### config.mk
export PLATFORM = sky130hd
export DESIGN_NAME = dram_bank_guard
export DESIGN_NICKNAME = d
export VERILOG_FILES = /design/src/rtl/dbg_pkg.sv /design/src/rtl/dbg_bank_slot.sv /design/src/rtl/dbg_act_window.sv /design/src/rtl/dram_bank_guard.sv
export SDC_FILE = /design/constraint.sdc
export NUM_CORES = 1
export LEC_CHECK = 0
export BUFFER_PORTS_ARGS = -buffer_cell sky130_fd_sc_hd__buf_4
export CORE_ASPECT_RATIO = 1.75
export CORE_MARGIN = 5
export CORE_UTILIZATION = 45
export DETAILED_ROUTE_END_ITERATION = 8
export PLACE_DENSITY_LB_ADDON = 0.15
export SLEW_MARGIN = 5
export SYNTH_ARGS = -nofsm -noshare
export SYNTH_HDL_FRONTEND = slang
export SYNTH_SLANG_ARGS = --single-unit
export TNS_END_PERCENT = 1
### constraint.sdc
create_clock -name clk -period 5.2 [get_ports clk]
set_clock_uncertainty 0.1 [all_clocks]
set_input_delay 0.78 -clock clk [delete_from_list [all_inputs] [get_ports clk]]
set_output_delay 0.78 -clock clk [all_outputs]
set_load 0.1 [all_outputs]
### src/rtl/dbg_pkg.sv
package dbg_pkg;
  typedef enum logic [1:0] {
    OP_NONE = 2'b00,
    OP_ACT  = 2'b01,
    OP_COL  = 2'b10,
    OP_PRE  = 2'b11
  } bank_op_e;

  function automatic int max3(input int a, input int b, input int c);
    int m;
    m = (a > b) ? a : b;
    return (m > c) ? m : c;
  endfunction
endpackage

### src/rtl/dbg_bank_slot.sv
module dbg_bank_slot #(
  parameter int ROW_W   = 4,
  parameter int TRCD    = 3,
  parameter int TRAS    = 7,
  parameter int TRP     = 3,
  parameter int MAX_ACC = 3
) (
  input  logic             clk,
  input  logic             rst_n,
  input  logic             act_go,
  input  logic             col_go,
  input  logic             pre_go,
  input  logic [ROW_W-1:0] act_row,
  output logic [ROW_W-1:0] open_row,
  output logic             is_open,
  output logic             act_ok,
  output logic             col_ok,
  output logic             pre_ok,
  output logic             close_req
);
  localparam int TMAX = dbg_pkg::max3(TRCD, TRAS, TRP);
  localparam int CW   = $clog2(TMAX + 1);
  localparam int AW   = $clog2(MAX_ACC + 1);
  localparam logic [ROW_W-1:0] NO_ROW = '1;
  localparam logic [CW-1:0] RCD_LD = CW'(TRCD - 1);
  localparam logic [CW-1:0] RAS_LD = CW'(TRAS - 1);
  localparam logic [CW-1:0] RP_LD  = CW'(TRP - 1);
  localparam logic [AW-1:0] ACC_MAX = AW'(MAX_ACC);

  logic [ROW_W-1:0] row_q, row_d;
  logic [CW-1:0]    colc_q, colc_d, prec_q, prec_d, actc_q, actc_d;
  logic [AW-1:0]    acc_q, acc_d;
  logic             row_en, tmr_en, acc_en;

  always_comb begin
    row_d = row_q;
    if (act_go)      row_d = act_row;
    else if (pre_go) row_d = NO_ROW;

    colc_d = (colc_q != '0) ? colc_q - 1'b1 : colc_q;
    prec_d = (prec_q != '0) ? prec_q - 1'b1 : prec_q;
    actc_d = (actc_q != '0) ? actc_q - 1'b1 : actc_q;
    if (act_go) begin
      colc_d = RCD_LD;
      prec_d = RAS_LD;
    end
    if (pre_go) actc_d = RP_LD;

    acc_d = acc_q;
    if (act_go)                           acc_d = '0;
    else if (col_go && acc_q != ACC_MAX)  acc_d = acc_q + 1'b1;

    row_en = act_go | pre_go;
    tmr_en = act_go | pre_go | (colc_q != '0) | (prec_q != '0) | (actc_q != '0);
    acc_en = act_go | col_go;
  end

  always_ff @(posedge clk or negedge rst_n) begin
    if (!rst_n) begin
      row_q  <= NO_ROW;
      colc_q <= '0;
      prec_q <= '0;
      actc_q <= '0;
      acc_q  <= '0;
    end else begin
      if (row_en) row_q <= row_d;
      if (tmr_en) begin
        colc_q <= colc_d;
        prec_q <= prec_d;
        actc_q <= actc_d;
      end
      if (acc_en) acc_q <= acc_d;
    end
  end

  assign open_row  = row_q;
  assign is_open   = (row_q != NO_ROW);
  assign act_ok    = !is_open && (actc_q == '0);
  assign col_ok    = is_open && (colc_q == '0) && (acc_q != ACC_MAX);
  assign pre_ok    = is_open && (prec_q == '0);
  assign close_req = is_open && (acc_q == ACC_MAX);
endmodule

### src/rtl/dbg_act_window.sv
module dbg_act_window #(
  parameter int WIN   = 10,
  parameter int DEPTH = 2,
  parameter int TRRD  = 2
) (
  input  logic clk,
  input  logic rst_n,
  input  logic act_go,
  output logic act_allow
);
  localparam int TS_W = $clog2(WIN + 1) + 1;
  localparam int PW   = (DEPTH > 1) ? $clog2(DEPTH) : 1;
  localparam int RW   = $clog2(TRRD + 1);
  localparam logic [TS_W-1:0] WIN_T  = TS_W'(WIN);
  localparam logic [RW-1:0]   RRD_LD = RW'(TRRD - 1);
  localparam logic [PW-1:0]   PTR_LAST = PW'(DEPTH - 1);

  logic [TS_W-1:0] now_q;
  logic [TS_W-1:0] ts_q [DEPTH];
  logic [DEPTH-1:0] vld_q, vld_d, expired;
  logic [PW-1:0]   ptr_q, ptr_d;
  logic [RW-1:0]   rrd_q, rrd_d;
  logic            rrd_en;

  for (genvar i = 0; i < DEPTH; i++) begin : g_slot
    logic [TS_W-1:0] age;
    logic            wr_here;
    assign age        = now_q - ts_q[i];
    assign expired[i] = !vld_q[i] || (age >= WIN_T);
    assign wr_here    = act_go && (ptr_q == PW'(i));

    always_comb begin
      vld_d[i] = vld_q[i];
      if (wr_here)         vld_d[i] = 1'b1;
      else if (expired[i]) vld_d[i] = 1'b0;
    end

    always_ff @(posedge clk or negedge rst_n) begin
      if (!rst_n)       ts_q[i] <= '0;
      else if (wr_here) ts_q[i] <= now_q;
    end
  end

  always_comb begin
    ptr_d = ptr_q;
    if (act_go) ptr_d = (ptr_q == PTR_LAST) ? '0 : ptr_q + 1'b1;
    rrd_d  = act_go ? RRD_LD : ((rrd_q != '0) ? rrd_q - 1'b1 : rrd_q);
    rrd_en = act_go | (rrd_q != '0);
  end

  always_ff @(posedge clk or negedge rst_n) begin
    if (!rst_n) begin
      now_q <= '0;
      vld_q <= '0;
      ptr_q <= '0;
      rrd_q <= '0;
    end else begin
      now_q <= now_q + 1'b1;
      vld_q <= vld_d;
      if (act_go) ptr_q <= ptr_d;
      if (rrd_en) rrd_q <= rrd_d;
    end
  end

  assign act_allow = expired[ptr_q] && (rrd_q == '0);
endmodule

### src/rtl/dram_bank_guard.sv
module dram_bank_guard #(
  parameter int NUM_BANKS = 4,
  parameter int ROW_W     = 4,
  parameter int TRCD      = 3,
  parameter int TRAS      = 7,
  parameter int TRP       = 3,
  parameter int TRRD      = 2,
  parameter int TXAW      = 10,
  parameter int ACT_LIMIT = 2,
  parameter int MAX_ACC   = 3,
  localparam int BANK_W   = (NUM_BANKS > 1) ? $clog2(NUM_BANKS) : 1
) (
  input  logic                       clk,
  input  logic                       rst_n,
  input  logic                       cmd_valid,
  input  logic [1:0]                 cmd_op,
  input  logic [BANK_W-1:0]          cmd_bank,
  input  logic [ROW_W-1:0]           cmd_row,
  output logic [NUM_BANKS-1:0]       act_rdy,
  output logic [NUM_BANKS-1:0]       col_rdy,
  output logic [NUM_BANKS-1:0]       pre_rdy,
  output logic [NUM_BANKS-1:0]       close_req,
  output logic [NUM_BANKS*ROW_W-1:0] open_rows,
  output logic                       cmd_err
);
  import dbg_pkg::*;

  localparam logic [ROW_W-1:0] NO_ROW = '1;

  bank_op_e               op;
  logic [ROW_W-1:0]       row_arr [NUM_BANKS];
  logic [NUM_BANKS-1:0]   bank_act_ok, bank_open;
  logic [NUM_BANKS-1:0]   act_go, col_go, pre_go;
  logic                   win_allow, any_act;
  logic                   legal, issue, err_d;

  assign op = bank_op_e'(cmd_op);

  always_comb begin
    legal = 1'b0;
    unique case (op)
      OP_ACT:  legal = act_rdy[cmd_bank] && (cmd_row != NO_ROW);
      OP_COL:  legal = col_rdy[cmd_bank] && (row_arr[cmd_bank] == cmd_row);
      OP_PRE:  legal = pre_rdy[cmd_bank];
      default: legal = 1'b0;
    endcase
    issue = cmd_valid && legal;
    err_d = cmd_valid && !legal;
  end

  for (genvar b = 0; b < NUM_BANKS; b++) begin : g_bank
    logic hit;
    assign hit       = issue && (cmd_bank == BANK_W'(b));
    assign act_go[b] = hit && (op == OP_ACT);
    assign col_go[b] = hit && (op == OP_COL);
    assign pre_go[b] = hit && (op == OP_PRE);

    dbg_bank_slot #(
      .ROW_W(ROW_W), .TRCD(TRCD), .TRAS(TRAS), .TRP(TRP), .MAX_ACC(MAX_ACC)
    ) u_slot (
      .clk       (clk),
      .rst_n     (rst_n),
      .act_go    (act_go[b]),
      .col_go    (col_go[b]),
      .pre_go    (pre_go[b]),
      .act_row   (cmd_row),
      .open_row  (row_arr[b]),
      .is_open   (bank_open[b]),
      .act_ok    (bank_act_ok[b]),
      .col_ok    (col_rdy[b]),
      .pre_ok    (pre_rdy[b]),
      .close_req (close_req[b])
    );

    assign open_rows[b*ROW_W +: ROW_W] = row_arr[b];
    assign act_rdy[b] = bank_act_ok[b] && win_allow;
  end

  assign any_act = |act_go;

  dbg_act_window #(
    .WIN(TXAW), .DEPTH(ACT_LIMIT), .TRRD(TRRD)
  ) u_window (
    .clk       (clk),
    .rst_n     (rst_n),
    .act_go    (any_act),
    .act_allow (win_allow)
  );

  always_ff @(posedge clk or negedge rst_n) begin
    if (!rst_n) cmd_err <= 1'b0;
    else        cmd_err <= err_d;
  end
endmodule

==> metrics.md <==
| Metric | Value |
|---|---|
| Status | complete, no violations |
| Crit path required time | 4320 ps |
| Tot GR Track Use | 18.8% |
| Pre-antenna DRT Iters | 4 |
| Pin count of the biggest net entering global routing | 82 |
| Initial Utilization | 45.9% |
| Most common cell after layout, fill and taps aside | dfrtp_1 |
| Hold Vio Cnt, Final | 0 |
| Critical Path End Type | output port |
| FILL cells | 971 |
| CTS resizes | 0 |
| Cell count after synthesis | around 480 |
| Clock tree root driver cell | clkbuf_16 |
| Flops & latches, synth | 81 |
| CTS tree | done |
| RePlAce Congestion | around 0.81 |
| PnR Total Power | 3.29 mW |
| Setup violations, final | 0 |
| Area grow syn2layout | 13.7% |
| Routed via count | 3581 |
| Post-synth top flop | dfrtp_1 |
| Max IR drop VDD | 0.485 mV |
| H-tree Lvls | 3 |
| Layout cells sized above 1 | 22.6% |
| Fmax | 0.257 GHz |
| Die area | 13200 µm² |
| Die extent in x | 88.9 µm |
| Multi-input logic area | around 2500 µm² |
| Max-cap violations | 0 |
| Max Buffers Root-to-Sink | 2 |
| Worst slew margin | between 20% and 30% |
| Largest area contributor in the netlist | dfrtp_1 |
| Non-Filler Instances | 644 |
| Synth unique cells | 50 |
| Placed cells | 629 |
| Fin util | between 50% and 60% |
| DP Area | 5270 µm² |
| Mapped Area | 4910 µm² |
| Final instance area | about 5600 µm² |
| CP Max Fanout | 5 |
| Hold WC Path Type | flip-flop to flip-flop |
| Grt total ovfl | 0 |
| Clock latency on the worst-skew pair | approximately 340 ps |
| Post-synth EDFFs | 0 |
| Routed Wire Length | between 10000 and 15000 µm |
| Initial antenna violation count | 0 |
| Num CTS Buffers | 9 |
| Routed wire per std cell | 17.9 µm |
| Commonest non-fill, non-tap cells in the layout | dfrtp_1 (65), inv_1 (50), buf_4 (47) |
| Hold_ws | 398 ps |
| Vias in the first global route | 3745 |
| Worst slack at placement | 1310 ps |
| Nature of the critical path startpoint | flip-flop |
| IO Port Bufs | 43 |
| Measured slew at the worst slew-check pin | 1110 ps |
| Setup bufs post-CTS | 0 |
| First DRT Iteration DRCs | 115 |
| CORE AREA | 10700 µm² |
| Clk pin slew, worst setup/hold paths | 60 ps |
| Area contributors post-synth | dfrtp_1 (33%), ha_1 (9.7%), dfstp_2 (8.6%) |
| Critical setup path kind | flip-flop to output port |
| Slew Limit Fails | 0 |
| P per Cell Area | 590 nW/µm² |
| DPL Wire Length | 8660 µm |
| Clk sink count | 81 |
| # IOs | 44 |
| First-pass GRT wire length | 18900 µm |
| RSZ-0062 raised after global routing | no |
| Post-synthesis sequential area ratio | between 40% and 50% |
| Via density | 5.56 |
| Inserted Diodes | 0 |
| Ys Warns | 0 |
| Syn Area/Cell | 10.2 µm² |
| Setup tns final | 0 ps |
| Tmin final | 3890 ps |
| Die height | 148 µm |
| Post-route ant nets | 0 |
| LEAKAGE | 2.60 nW |
| Yosys top cell area share | 33.2% |
| Hold_buf cts | 0 |
| # nets final | 561 |
| Register area | about 2000 µm² |
| FP Rows | 50 |
| Critical Path AT | 3010 ps |
| Crit share post-route | roughly 75% |
| Fraction of registers with async set or reset after synthesis | 100% |
| Post-Syn Nets | 530 |
| Setup slack after layout | 1310 ps |
| DR DRC count | 0 |
cells by family (layout without fill, tap and decap cells):
group	count (synthesis)	after routing	share of synthesized area [%]
and+or+nand+nor	116	116	12.2
AOI/OAI and AO/OA	94	94	13.2
DFF	81	81	41.7
buffers and inverters	77	112	6.91
adders and majority gates	40	40	10.5
muxes	40	40	9.87
xor gates and xnor gates	31	31	5.53
power by group:
part	switching, mW	internal (mW)	leakage (nW)	total (mW)
registers	0.134	0.875	0.947	1.01
clock network	0.255	0.418	0.149	0.673
logic	1.07	0.539	1.51	1.61
total	1.46	1.83	2.60	3.29
worst max-delay path, cell delays in order (launching register included):
cell and delay [ps]:
dfrtp_1 410, inv_1 120, ha_1 170, inv_1 50, fa_1 390, a21o_1 190, a21oi_1 190, xnor2_1 100
o211a_1 190, a211o_1 360, nor2_1 180, buf_4 320
state kept, by name, summed over array words and instances, names as in the netlist:
register,count
g_bank.u_slot.open_row,16
g_bank.u_slot.actc_q,12
g_bank.u_slot.colc_q,12
g_bank.u_slot.prec_q,12
u_window.ts_q,10
g_bank.u_slot.acc_q,8
u_window.now_q,5
u_window.rrd_q,2
u_window.vld_q,2
cmd_err,1
u_window.ptr_q,1
synth_stat cells (9+ instances only):
master     count
a21oi_1       18
a31oi_1       16
buf_4         12
clkbuf_1       9
dfrtp_1       65
dfstp_2       16
ha_1          38
inv_1         50
mux2_2        27
mux2i_1        9
nand2_1       23
nand2b_1      15
nor2_1        33
o2111ai_1     12
o21ai_0       19
o31ai_1       11
xnor2_1       19
xor2_1        12
cell type report:
type,count,area share (%)
Clock buffer,10,4.10
Clock inverter,5,1.46
Inverter,50,3.36
Multi-Input combinational cell,321,45.2
Sequential cell,81,36.7
Tap cell,130,2.91
Timing Repair Buffer,47,6.32
layer usage:
metal,global-route usage (%),part of all wire (%)
met1,23.0,41
met2,32.3,53
met3,3.71,3.9
met4,7.08,2.3
met5,0,0
final timing paths:
kind                       slack [ps]                                    from  cells after the start                                     end
hold / removal                    400  g_bank[3].u_slot.actc_q[1]$_DFFE_PN0P_                      2  g_bank[3].u_slot.actc_q[1]$_DFFE_PN0P_
min in group asynchronous         530                                   rst_n                      1  g_bank[3].u_slot.prec_q[0]$_DFFE_PN0P_
max in group asynchronous        3810                                   rst_n                      1  g_bank[2].u_slot.colc_q[0]$_DFFE_PN0P_
setup / recovery                 1310             u_window.now_q[0]$_DFF_PN0_                     11                              act_rdy[1]
hold reg to reg                   400  g_bank[3].u_slot.actc_q[1]$_DFFE_PN0P_                      2  g_bank[3].u_slot.actc_q[1]$_DFFE_PN0P_
setup reg to reg                 1340             u_window.now_q[0]$_DFF_PN0_                     11  g_bank[1].u_slot.prec_q[1]$_DFFE_PN0P_
Note: power is estimated with default switching activity, not from simulation.
